$ cat config.mk
export PLATFORM = sky130hd
export DESIGN_NAME = sized_alu
export DESIGN_NICKNAME = d
export VERILOG_FILES = /design/src/rtl/sized_alu_pkg.sv /design/src/rtl/alu_operand_sel.sv /design/src/rtl/alu_compute.sv /design/src/rtl/alu_flag_update.sv /design/src/rtl/sized_alu.sv
export SDC_FILE = /design/constraint.sdc
export NUM_CORES = 1
export LEC_CHECK = 0
export ABC_CLOCK_PERIOD_IN_PS = 800
export BUFFER_PORTS_ARGS = -buffer_cell sky130_fd_sc_hd__buf_2
export CELL_PAD_IN_SITES_DETAIL_PLACEMENT = 0
export CELL_PAD_IN_SITES_GLOBAL_PLACEMENT = 2
export CORE_MARGIN = 8
export CORE_UTILIZATION = 31
export DETAILED_ROUTE_END_ITERATION = 12
export HOLD_SLACK_MARGIN = 0.15
export PLACE_DENSITY = 0.88
export SKIP_LAST_GASP = 1
export SLEW_MARGIN = 20
export SYNTH_ARGS = -nofsm -noshare
export SYNTH_HDL_FRONTEND = slang
export SYNTH_SLANG_ARGS = --single-unit
export TNS_END_PERCENT = 1
$ cat constraint.sdc
create_clock -name clk -period 0.8 [get_ports clk]
set_input_delay 0.08 -clock clk [delete_from_list [all_inputs] [get_ports clk]]
set_output_delay 0.08 -clock clk [all_outputs]
set_load 0.005 [all_outputs]
$ cat src/rtl/sized_alu_pkg.sv
package sized_alu_pkg;

  localparam int DATA_W = 64;

  localparam int FL_CF = 0;
  localparam int FL_PF = 2;
  localparam int FL_AF = 4;
  localparam int FL_ZF = 6;
  localparam int FL_SF = 7;
  localparam int FL_OF = 11;

  typedef enum logic [2:0] {
    OP_ADD  = 3'd0,
    OP_ADC  = 3'd1,
    OP_SUB  = 3'd2,
    OP_SBB  = 3'd3,
    OP_AND  = 3'd4,
    OP_OR   = 3'd5,
    OP_XOR  = 3'd6,
    OP_CMOV = 3'd7
  } alu_op_e;

  typedef enum logic [1:0] {
    SZ_B = 2'd0,
    SZ_W = 2'd1,
    SZ_D = 2'd2,
    SZ_Q = 2'd3
  } op_size_e;

  typedef struct packed {
    logic of;
    logic sf;
    logic zf;
    logic af;
    logic pf;
    logic cf;
  } flag_set_t;

  // Low bits that belong to the operand at a given width.
  function automatic logic [DATA_W-1:0] width_mask(op_size_e s);
    case (s)
      SZ_B:    return 64'h0000_0000_0000_00FF;
      SZ_W:    return 64'h0000_0000_0000_FFFF;
      SZ_D:    return 64'h0000_0000_FFFF_FFFF;
      default: return 64'hFFFF_FFFF_FFFF_FFFF;
    endcase
  endfunction

  // Most significant bit of the operand at the given width.
  function automatic logic top_bit(logic [DATA_W-1:0] v, op_size_e s);
    case (s)
      SZ_B:    return v[7];
      SZ_W:    return v[15];
      SZ_D:    return v[31];
      default: return v[63];
    endcase
  endfunction

  // Carry that leaves the operand's top bit, recovered from sum ^ a ^ b.
  function automatic logic carry_out_at(logic [DATA_W:0] s, logic [DATA_W:0] a,
                                        logic [DATA_W:0] b, op_size_e sz);
    case (sz)
      SZ_B:    return s[8]  ^ a[8]  ^ b[8];
      SZ_W:    return s[16] ^ a[16] ^ b[16];
      SZ_D:    return s[32] ^ a[32] ^ b[32];
      default: return s[64] ^ a[64] ^ b[64];
    endcase
  endfunction

  // Place a sized result into the old destination value.
  function automatic logic [DATA_W-1:0] size_merge(logic [DATA_W-1:0] old_v,
                                                   logic [DATA_W-1:0] res,
                                                   op_size_e s);
    case (s)
      SZ_B:    return {old_v[63:8],  res[7:0]};
      SZ_W:    return {old_v[63:16], res[15:0]};
      SZ_D:    return {32'h0, res[31:0]};
      default: return res;
    endcase
  endfunction

  function automatic logic even_parity8(logic [7:0] v);
    return ~(^v);
  endfunction

endpackage

$ cat src/rtl/alu_operand_sel.sv
module alu_operand_sel
  import sized_alu_pkg::*;
#(
  parameter int IMM_W = 8
) (
  input  logic              use_imm_i,
  input  logic [DATA_W-1:0] src2_i,
  input  logic [IMM_W-1:0]  imm_i,
  output logic [DATA_W-1:0] op2_o
);
  localparam int PAD_W = DATA_W - IMM_W;

  logic [DATA_W-1:0] imm_ext;
  assign imm_ext = {{PAD_W{1'b0}}, imm_i};
  assign op2_o   = use_imm_i ? imm_ext : src2_i;
endmodule

$ cat src/rtl/alu_compute.sv
module alu_compute
  import sized_alu_pkg::*;
(
  input  alu_op_e           op_i,
  input  op_size_e          size_i,
  input  logic [DATA_W-1:0] src1_i,
  input  logic [DATA_W-1:0] op2_i,
  input  logic              carry_in_flag_i,
  output logic [DATA_W-1:0] result_o,
  output flag_set_t         flags_o,
  output logic              is_logic_o,
  output logic              is_sub_o
);
  logic              is_arith;
  logic              cin;
  logic [DATA_W-1:0] b_eff;
  logic [DATA_W:0]   a_x, b_x, sum_x;
  logic [DATA_W-1:0] logic_res;
  logic              carry_top, carry_nib;
  logic              sign_a, sign_b, sign_r;

  assign is_arith   = (op_i == OP_ADD) || (op_i == OP_ADC) ||
                      (op_i == OP_SUB) || (op_i == OP_SBB);
  assign is_sub_o   = (op_i == OP_SUB) || (op_i == OP_SBB);
  assign is_logic_o = (op_i == OP_AND) || (op_i == OP_OR) || (op_i == OP_XOR);

  // Subtraction is an addition of the inverted operand; borrow-in inverts too.
  always_comb begin
    case (op_i)
      OP_ADC:  cin = carry_in_flag_i;
      OP_SUB:  cin = 1'b1;
      OP_SBB:  cin = ~carry_in_flag_i;
      default: cin = 1'b0;
    endcase
  end

  assign b_eff = is_sub_o ? ~op2_i : op2_i;
  assign a_x   = {1'b0, src1_i};
  assign b_x   = {1'b0, b_eff};
  assign sum_x = a_x + b_x + {{DATA_W{1'b0}}, cin};

  always_comb begin
    case (op_i)
      OP_AND:  logic_res = src1_i & op2_i;
      OP_OR:   logic_res = src1_i | op2_i;
      default: logic_res = src1_i ^ op2_i;
    endcase
  end

  assign result_o  = is_arith ? sum_x[DATA_W-1:0] : logic_res;

  assign carry_top = carry_out_at(sum_x, a_x, b_x, size_i);
  assign carry_nib = sum_x[4] ^ a_x[4] ^ b_x[4];
  assign sign_a    = top_bit(src1_i, size_i);
  assign sign_b    = top_bit(b_eff, size_i);
  assign sign_r    = top_bit(result_o, size_i);

  always_comb begin
    flags_o.zf = ((result_o & width_mask(size_i)) == '0);
    flags_o.sf = sign_r;
    flags_o.pf = even_parity8(result_o[7:0]);
    if (is_arith) begin
      flags_o.cf = is_sub_o ? ~carry_top : carry_top;
      flags_o.af = is_sub_o ? ~carry_nib : carry_nib;
      flags_o.of = (sign_a == sign_b) && (sign_r != sign_a);
    end else begin
      flags_o.cf = 1'b0;
      flags_o.af = 1'b0;
      flags_o.of = 1'b0;
    end
  end
endmodule

$ cat src/rtl/alu_flag_update.sv
module alu_flag_update
  import sized_alu_pkg::*;
#(
  parameter int CC_W = 16
) (
  input  logic            hold_all_i,
  input  flag_set_t       flags_i,
  input  logic [CC_W-1:0] mask_i,
  input  logic [CC_W-1:0] cc_i,
  output logic [CC_W-1:0] cc_next_o
);
  localparam logic [CC_W-1:0] FLAG_BITS =
    CC_W'((1 << FL_CF) | (1 << FL_PF) | (1 << FL_AF) |
          (1 << FL_ZF) | (1 << FL_SF) | (1 << FL_OF));

  logic [CC_W-1:0] fresh;
  logic [CC_W-1:0] writable;

  always_comb begin
    fresh        = '0;
    fresh[FL_CF] = flags_i.cf;
    fresh[FL_PF] = flags_i.pf;
    fresh[FL_AF] = flags_i.af;
    fresh[FL_ZF] = flags_i.zf;
    fresh[FL_SF] = flags_i.sf;
    fresh[FL_OF] = flags_i.of;
  end

  assign writable  = hold_all_i ? '0 : (mask_i & FLAG_BITS);
  assign cc_next_o = (cc_i & ~writable) | (fresh & writable);
endmodule

$ cat src/rtl/sized_alu.sv
module sized_alu
  import sized_alu_pkg::*;
#(
  parameter int IMM_W = 8,
  parameter int CC_W  = 16
) (
  input  logic              clk,
  input  logic              rst_n,
  input  logic [2:0]        op_i,
  input  logic [1:0]        size_i,
  input  logic              use_imm_i,
  input  logic [DATA_W-1:0] src1_i,
  input  logic [DATA_W-1:0] src2_i,
  input  logic [IMM_W-1:0]  imm_i,
  input  logic              cond_i,
  input  logic [CC_W-1:0]   flag_mask_i,
  input  logic [CC_W-1:0]   cc_i,
  input  logic [DATA_W-1:0] dest_old_i,
  output logic [DATA_W-1:0] dest_o,
  output logic [CC_W-1:0]   cc_o
);
  alu_op_e           op;
  op_size_e          sz;
  logic [DATA_W-1:0] op2;
  logic [DATA_W-1:0] core_res;
  flag_set_t         core_flags;
  logic              is_logic, is_sub, is_cmov;
  logic [DATA_W-1:0] dest_next;
  logic [CC_W-1:0]   cc_next;

  assign op      = alu_op_e'(op_i);
  assign sz      = op_size_e'(size_i);
  assign is_cmov = (op == OP_CMOV);

  alu_operand_sel #(.IMM_W(IMM_W)) u_opsel (
    .use_imm_i (use_imm_i),
    .src2_i    (src2_i),
    .imm_i     (imm_i),
    .op2_o     (op2)
  );

  alu_compute u_compute (
    .op_i            (op),
    .size_i          (sz),
    .src1_i          (src1_i),
    .op2_i           (op2),
    .carry_in_flag_i (cc_i[FL_CF]),
    .result_o        (core_res),
    .flags_o         (core_flags),
    .is_logic_o      (is_logic),
    .is_sub_o        (is_sub)
  );

  alu_flag_update #(.CC_W(CC_W)) u_flags (
    .hold_all_i (is_cmov),
    .flags_i    (core_flags),
    .mask_i     (flag_mask_i),
    .cc_i       (cc_i),
    .cc_next_o  (cc_next)
  );

  always_comb begin
    if (is_cmov)
      dest_next = cond_i ? size_merge(dest_old_i, op2, sz) : dest_old_i;
    else
      dest_next = size_merge(dest_old_i, core_res, sz);
  end

  always_ff @(posedge clk or negedge rst_n) begin
    if (!rst_n) begin
      dest_o <= '0;
      cc_o   <= '0;
    end else begin
      dest_o <= dest_next;
      cc_o   <= cc_next;
    end
  end

  // ---------------- assertions ----------------
  p_unmasked_kept_r3: assert property (@(posedge clk) disable iff (!rst_n)
    1'b1 |=> ((cc_o & ~$past(flag_mask_i)) == ($past(cc_i) & ~$past(flag_mask_i))));

  p_logic_cf_clear_r5: assert property (@(posedge clk) disable iff (!rst_n)
    (is_logic && flag_mask_i[FL_CF]) |=> (cc_o[FL_CF] == 1'b0));

  p_logic_of_clear_r5: assert property (@(posedge clk) disable iff (!rst_n)
    (is_logic && flag_mask_i[FL_OF]) |=> (cc_o[FL_OF] == 1'b0));

  p_cmov_false_hold_r6: assert property (@(posedge clk) disable iff (!rst_n)
    (is_cmov && !cond_i) |=> (dest_o == $past(dest_old_i)));

  p_dword_upper_zero_r7: assert property (@(posedge clk) disable iff (!rst_n)
    (!is_cmov && sz == SZ_D) |=> (dest_o[63:32] == 32'h0));

  p_byte_upper_kept_r7: assert property (@(posedge clk) disable iff (!rst_n)
    (sz == SZ_B) |=> (dest_o[63:8] == $past(dest_old_i[63:8])));

  p_cmov_flags_hold_r11: assert property (@(posedge clk) disable iff (!rst_n)
    is_cmov |=> (cc_o == $past(cc_i)));

  p_sub_plain_no_borrow_r8: assert property (@(posedge clk) disable iff (!rst_n)
    (op == OP_SUB && is_sub && flag_mask_i[FL_CF] && src2_i == '0 && !use_imm_i)
      |=> (cc_o[FL_CF] == 1'b0));
endmodule

==> results of run 1 <==
## stage by stage
| step | worst slack [ns] | cells |
|---|---|---|
| after detailed placement | -3.88 | 2983 |
| after global routing | -3.32 | 3086 |
| final | -3.20 | 3087 |
| after CTS | -3.15 | 3076 |
| after global placement | -3.77 | 2983 |
| after floorplan | -3.35 | 1718 |
## layout by cell type (no fill, tap or decap), types with 16 or more instances in the layout
cell type and instances:
o211ai_1 25, mux2i_1 47, a21o_1 33, nor2b_1 28
nand2_1 169, ha_1 192, nand3_1 25, o21ai_1 16
a21oi_1 114, o21ai_0 125, inv_1 184, xnor2_1 104
buf_2 307, nor2_1 84, a22oi_1 28, xor2_1 25
dlygate4sd3_1 77, dfrtp_1 80, buf_4 520, o22ai_1 28
nand4_1 32, nand2b_1 42
## layout make-up
class	instances	area, um2
Fill cell	4095	21300
Multi-Input combinational cell	1345	10100
Timing Repair Buffer	920	6530
Sequential cell	80	2000
Inverter	185	694
Tap cell	539	674
Clock buffer	10	239
Clock inverter	6	75.1
Antenna cell	2	5.00
## worst max-delay path by stage
stage	startpoint	to	cells past startpoint
global route	use_imm_i	cc_o[6]	23
finish	use_imm_i	cc_o[6]	22
CTS	use_imm_i	cc_o[6]	21
global placement	use_imm_i	cc_o[6]	19
floorplan	op_i[1]	cc_o[6]	25
detailed placement	use_imm_i	cc_o[6]	20
## layer usage
metal | vias up | GRT usage [%] | wire, um
met5 | - | 0 | 18
met4 | 4 | 8.22 | 1640
met3 | 89 | 4.93 | 3700
met2 | 557 | 40.1 | 27900
met1 | 7590 | 29.4 | 26200
li1 | 7648 | - | -
## power by group through the flow
stage	Combinational (mW)	Clock, mW	Sequential, mW
floorplan	7.82	0	4.87
global placement	15.7	0	4.78
detailed placement	15.9	0	4.79
CTS	16.3	4.95	4.72
global route	18.2	5.01	4.77
finish	16.8	4.73	4.72
## synthesized netlist by cell type, types with 5 or more instances
cell type | instances | area, um2
ha_1 | 195 | 2440
inv_1 | 185 | 694
nand2_1 | 173 | 649
o21ai_0 | 129 | 646
a21oi_1 | 119 | 596
xnor2_1 | 106 | 928
nor2_1 | 84 | 315
dfrtp_1 | 80 | 2000
clkbuf_1 | 69 | 259
mux2i_1 | 51 | 510
nand2b_1 | 43 | 269
a21o_1 | 33 | 248
nand4_1 | 32 | 200
nor2b_1 | 31 | 194
a22oi_1 | 29 | 218
nand3_1 | 28 | 140
o22ai_1 | 28 | 175
buf_2 | 27 | 135
o211ai_1 | 25 | 188
xor2_1 | 25 | 219
o21ai_1 | 16 | 80.1
o21a_1 | 14 | 105
a221o_1 | 13 | 130
nor4_1 | 12 | 75.1
nor3_1 | 11 | 55.1
a211oi_1 | 10 | 75.1
o21bai_1 | 10 | 75.1
a22o_1 | 8 | 70.1
buf_1 | 8 | 30.0
a21boi_0 | 6 | 45.0
a21oi_2 | 6 | 52.6
a31oi_1 | 6 | 37.5
and3_1 | 6 | 37.5
o21ai_2 | 6 | 52.6
mux2_2 | 5 | 56.3
or3_1 | 5 | 31.3
## cell families after synthesis
kind of cell / after synthesis
flops: 80
mux: 59
fa+ha+maj: 197
xor+xnor: 131
simple gates: 456
compound gates: 502
buf+inv: 293
## registers in the layout (all words and copies together), names as in the netlist
| name | cells |
|---|---|
| cc_o | 16 |
| dest_o | 64 |
## timing repair
action | 4_1_cts | 5_1_grt
setup buffers | 0 | 9
hold endpoints to repair | 160 | 17
setup endpoints to repair | 150 | 150
pin swaps | 1 | 17
resized for setup | 8 | 43
==> results by group, run 1 <==
Outcome
  • Outcome: complete, but fails checks
  • Violations in the final reports: hold timing, setup timing

Logic synthesis
  • Synth Warn #: 0
  • Mapped Nets: 2156
  • Post-synth top flop: dfrtp_1
  • Fraction of registers with async set/reset: 100%
  • Flops & latches, synth: 80
  • Syn_area_per_cell: 7.57 um2
  • EDFF count, synth: 0
  • Post-Syn Instances: around 1700
  • Compound-cell area share of the yosys netlist: 25.5%
  • Xor and xnor area share after synthesis: 8.82%
  • Main combinational cell family by area after synthesis: compound AO/OA/AOI/OAI gates
  • Synth Area in Adders: 19.1%
  • Synth cell types: just over 90
  • Post-synthesis mux area share: 4.88%
  • Post-Synthesis Cell Area: 13000 um2
  • Simple-gate share of the synthesized area: 17.5%
  • Sequential fraction of the synthesis area: 15.4%

Route
  • DRT antenna net count: 0
  • Post-DR wirelength/cell: 19.3 um
  • DR DRC count: 0
  • DR vias/cell: 5.15
  • Initial DRC count: about 1100
  • Initial DRT Pass Iterations: 6
  • Via count: 15900
  • Aggregate routed wire length: 59.5 mm

Final layout
  • Finished Core Util: 48.9%
  • Post-route design area: 20400 um2
  • Layout cell share with drive strength beyond 1: 37.6%
  • Post-layout nets: approximately 3000
  • Syn-to-layout area delta: 56.6%

Setup path
  • CP arrival: 4.34 ns
  • Startpoint class of the critical path: input port
  • Critical Path Max Stage Delay: between 0.4 and 0.5 ns
  • Cell with the most instances on the worst path: buf_4
  • Worst endpoint required time: between 1 and 1.5 ns
  • Crit path buffers/inverters: 5
  • Kind of critical path: input port to flip-flop
  • Worst-path fanout max: 9
  • Worst path cell trace: buf_12, mux2i_4, xnor2_2, fa_2, inv_1, fa_2, nand3_4, a21oi_4, o211ai_1, buf_4, buf_4, a21oi_1, or4_1, o211ai_2, nand2_2, nor4b_4, nand3b_1, o41ai_4, buf_4, nand4_1, nor4_2, a32o_2
  • Critical-path top delay cell: or4_1
  • Crit. End Element: flip-flop
  • Largest delay contributor family on the critical path: simple AND/OR/NAND/NOR gates

GRT
  • Vias in the first global route: 16300
  • Final global-route overflow total: 0
  • Pin count of the biggest net entering global routing: between 80 and 90
  • Antenna violations before repair: 5
  • First-pass GRT wire length: between 90 and 100 mm
  • Total GRT Usage: 23.6%

Timing
  • Max-Slew Margin vs Limit: 41.1%
  • Worst-margin pin slew: 0.884 ns
  • Hold slack: -0.0667 ns
  • Fmax: 250 MHz
  • Final min period: 4.00 ns
  • Setup Viol. Count Final: 150
  • Tcrit/Tclk final: 500%
  • Unrepaired setup endpoints after global routing: true
  • Final WS setup: -3.20 ns
  • Setup TNS: -165.44 ns
  • Final Hold Viols: 1
  • Fin. max-slew vios: 0

Die
  • Core Rows: 75
  • Chip Height: about 220 um
  • Die Area: approximately 49000 um2
  • I/O pins: 321
  • Die width: 221 um
  • Core footprint: 41700 um2
  • Initial Util: 31.2%

Min path
  • Tightest Hold Check Type: input port to flip-flop
  • Hold path startpoint: dest_old_i[10]
  • Hold EP: dest_o[10]
  • Cell depth of the worst hold path: 3

Pwr
  • Total chip power: 26.3 mW
  • Sequential fraction of design power: roughly 18%
  • Comb pwr share: 64.0%
  • Net Sw Frac: about two fifths
  • Reported net switching power: around 11 mW
  • Power Density: 1290 nW/um2
  • Worst IR Drop VDD: 0.811 mV
  • Internal power: around 15 mW
  • Part of the power in the clock network: 18.0%
  • Pleak: 10.5 nW

Clocking
  • Hold_buf cts: 77
  • CTS max path bufs: 2
  • Clock slew at reported path FFs: 0.07 ns
  • CTS buffer count: 9
  • H-tree Lvls: 3
  • CTS tree: done
  • Clock sink count: 80
  • Clock root buffer: clkbuf_16

Place
  • Final HPWL DP: 48.5 mm
  • Routability congestion estimate: 0.983
  • Placed cell areas: 19000 um2
  • I/O Buffers: just over 300

Run
  • MaxCap Viol Count: 0
(Power assumes the default switching activity.)
==> run 2, diff against run 1 <==
--- a/config.mk
+++ b/config.mk
@@ -10,10 +10,11 @@
 export CELL_PAD_IN_SITES_DETAIL_PLACEMENT = 0
 export CELL_PAD_IN_SITES_GLOBAL_PLACEMENT = 2
 export CORE_MARGIN = 8
-export CORE_UTILIZATION = 31
+export CORE_UTILIZATION = 32
+export CTS_BUF_LIST = sky130_fd_sc_hd__clkbuf_4
 export DETAILED_ROUTE_END_ITERATION = 12
 export HOLD_SLACK_MARGIN = 0.15
-export PLACE_DENSITY = 0.88
+export PLACE_DENSITY = 0.91
 export SKIP_LAST_GASP = 1
 export SLEW_MARGIN = 20
 export SYNTH_ARGS = -nofsm -noshare
==> run 2 against run 1 <==
The flow still finishes with violations (hold timing, setup timing). Worst setup slack gained 0.35 ns. Die area shrank 2.9%. Worst hold slack lost 0.045 ns. Global-route usage grew 0.54 points. Count of clock-buffer cells in the layout grew 1. Critical endpoint unchanged. Largest cell class unchanged. Largest power group unchanged.
==> results by group, run 2 (synthesis gave the netlist of run 1 again) <==
Place
  • Final HPWL DP: 48.0 mm (-0.96%)
  • I/O Buffers: 310 (unchanged)
  • Placed insts: 2972 (-0.37%)
  • Placed cell areas: 18900 um2 (-0.14%)
  • Routability congestion estimate: 0.977 (-0.56%)

Route
  • DR WL met3: 4.16 mm (+12%)
  • Initial DRT Pass Iterations: 7 (+1)
  • DR DRC count: 0 (unchanged)
  • Aggregate routed wire length: 58.3 mm (-1.9%)
  • Initial DRC count: 953 (-11%)
  • DR vias/cell: 5.14 (about the same)
  • Met2 routed WL: 27.5 mm (-1.5%)
  • Post-DR wirelength/cell: 18.8 um (-2.4%)
  • Max layer used: met5
  • Metal-1 WL: 24.7 mm (-5.7%)
  • Via count: 16000 (+0.47%)
  • DRT antenna net count: 0 (unchanged)

Clocking
  • Hold_buf cts: 98 (+27%)
  • Clock root buffer: clkbuf_4
  • H-tree Lvls: 3 (unchanged)
  • Clock slew at reported path FFs: 0.13 ns (+0.06 ns)
  • CTS max path bufs: 2 (unchanged)
  • Clock sink count: 80 (unchanged)
  • CTS buffer count: 9 (unchanged)
  • CTS tree: done

Timing
  • Tcrit/Tclk final: 457% (-44 points)
  • Fin. max-slew vios: 0 (unchanged)
  • Final Hold Viols: 11 (+10)
  • Final WS setup: -2.85 ns (+0.350 ns)
  • Unrepaired setup endpoints after global routing: true
  • Setup Viol. Count Final: 158 (+5.3%)
  • Worst-margin pin slew: 0.792 ns (-0.0916 ns)
  • Fmax: 274 MHz (+9.6%)
  • Final min period: 3.65 ns (-0.350 ns)
  • Max-Slew Margin vs Limit: 47.2% (+6.1 points)
  • Hold slack: -0.111 ns (-0.0447 ns)

Final layout
  • Layout cell share with drive strength beyond 1: 37.2% (-0.38 points)
  • Syn-to-layout area delta: 56.7% (about the same)
  • Commonest non-fill, non-tap cell in the layout: buf_4
  • Commonest non-fill, non-tap cells in the layout: 520 x buf_4, 306 x buf_2, 189 x ha_1
  • # fillers: 3910 (-4.5%)
  • Area occupied by multi-input gates: 10100 um2 (about the same)
  • Post-layout nets: 3002 (+0.77%)
  • Biggest register: dest_o
  • Max reg flops: 64 (unchanged)
  • Post-route design area: 20400 um2 (about the same)
  • Largest registers: dest_o (64), cc_o (16)
  • Post-Layout Cell Count: 3104 (+0.55%)
  • Register area: 2000 um2 (unchanged)

Setup path
  • Worst path cell trace: buf_12, mux2i_1, inv_1, xnor2_1, ha_1, a21oi_2, buf_4, o21ai_0, nand2_1, a21oi_2, nor3_4, buf_12, o21ai_0, xor2_1, mux2i_1, nand3_1, o41ai_4, buf_4, nand4_1, nor4_2, a32o_2
  • Worst-path fanout max: 6 (-3)
  • Critical Path Max Stage Delay: 0.43 ns (about the same)
  • Critical-path top delay cell: o41ai_4
  • Crit. End Element: flip-flop
  • CP arrival: 4.18 ns (-0.16 ns)
  • Kind of critical path: input port to flip-flop
  • Startpoint class of the critical path: input port
  • Worst endpoint required time: 1.33 ns (+0.19 ns)

Die
  • Chip Height: 218 um (-1.5%)
  • Core footprint: 40500 um2 (-2.9%)
  • Die Area: 47300 um2 (-2.9%)
  • Die width: 218 um (-1.5%)
  • Initial Util: 32.1% (+0.93 points)
  • I/O pins: 321 (unchanged)
  • Core Rows: 74 (-1.3%)

GRT
  • Antenna violations before repair: 7 (+2)
  • Pin count of the biggest net entering global routing: 70 (-17%)
  • Final global-route overflow total: 0 (unchanged)
  • Total GRT Usage: 24.2% (+0.54 points)
  • Vias in the first global route: 16600 (+1.9%)
  • First-pass GRT wire length: 90.7 mm (-1.7%)

Outcome
  • Outcome: complete, but fails checks
  • Violations in the final reports: hold timing, setup timing

Pwr
  • Pleak: 10.5 nW (-0.12%)
  • Power Density: 1170 nW/um2 (-9.2%)
  • Worst IR Drop VDD: 0.708 mV (-13%)
  • Total chip power: 23.9 mW (-9.1%)

Min path
  • Tightest Hold Check Type: input port to asynchronous set/reset pin

Run
  • MaxCap Viol Count: 0 (unchanged)
## run 2: repair_timing
action                                  in CTS  in global routing
gates resized for setup                     28                 28
hold endpoints to repair                   160                 93
buffers inserted                             5                  9
gates cloned                                 0                  1
endpoints found under the setup margin     150                154
pin swaps                                   15                 24
## run 2: cell type report
cell class              instances  area share, %
well taps                     532           3.27
clock buffers                  11          0.405
clock inverters                 5          0.117
diodes                          3         0.0368
repair buffers                942           33.2
inverters                     185           3.41
multi-input cells            1346           49.8
flip-flops and latches         80           9.82
## run 2: worst max-delay path by stage
| stage | startpoint | endpoint | slack (ns) | depth (start not counted) |
|---|---|---|---|---|
| 2_1_floorplan | op_i[1] | cc_o[6] | -3.35 | 25 |
| 3_3_place_gp | use_imm_i | cc_o[6] | -3.67 | 21 |
| 3_5_place_dp | use_imm_i | cc_o[6] | -3.72 | 20 |
| 4_1_cts | use_imm_i | cc_o[6] | -2.72 | 21 |
| 5_1_grt | use_imm_i | cc_o[6] | -3.04 | 23 |
| 6_report | use_imm_i | cc_o[6] | -2.85 | 21 |
## run 2: layer usage
| layer | up-vias | track usage [%] |
|---|---|---|
| li1 | 7701 | - |
| met1 | 7554 | 29.8 |
| met2 | 582 | 40.9 |
| met5 | - | 0 |
| met3 | 117 | 4.56 |
| met4 | 8 | 9.74 |
## run 2: where the power goes
part	switching [mW]	total [mW]	internal (mW)
sequential	0.150	4.71	4.56
clock	1.70	2.37	0.668
combinational	8.36	16.8	8.44
## run 2: critical path, delay by kind of cell
family | cells | cell delay [ns]
AND/OR/NAND/NOR | 5 | 0.79
AO/OA/AOI/OAI | 6 | 1.41
multiplexers | 2 | 0.57
buffers and inverters | 5 | 0.70
adder cells (fa/ha/maj) | 1 | 0.37
XOR/XNOR | 2 | 0.25
## run 2: per-stage QoR
stage               utilization [%]  setup TNS, ns  worst slack [ns]  hold WS (ns)
finish                         50.4        -165.32             -2.85        -0.111
global route                   50.4        -179.62             -3.04        -0.115
CTS                            49.9        -166.79             -2.72        -0.184
detailed placement             46.8        -187.29             -3.72       -0.0395
global placement               46.8        -183.21             -3.67       -0.0389
floorplan                         -        -180.26             -3.35        -0.216
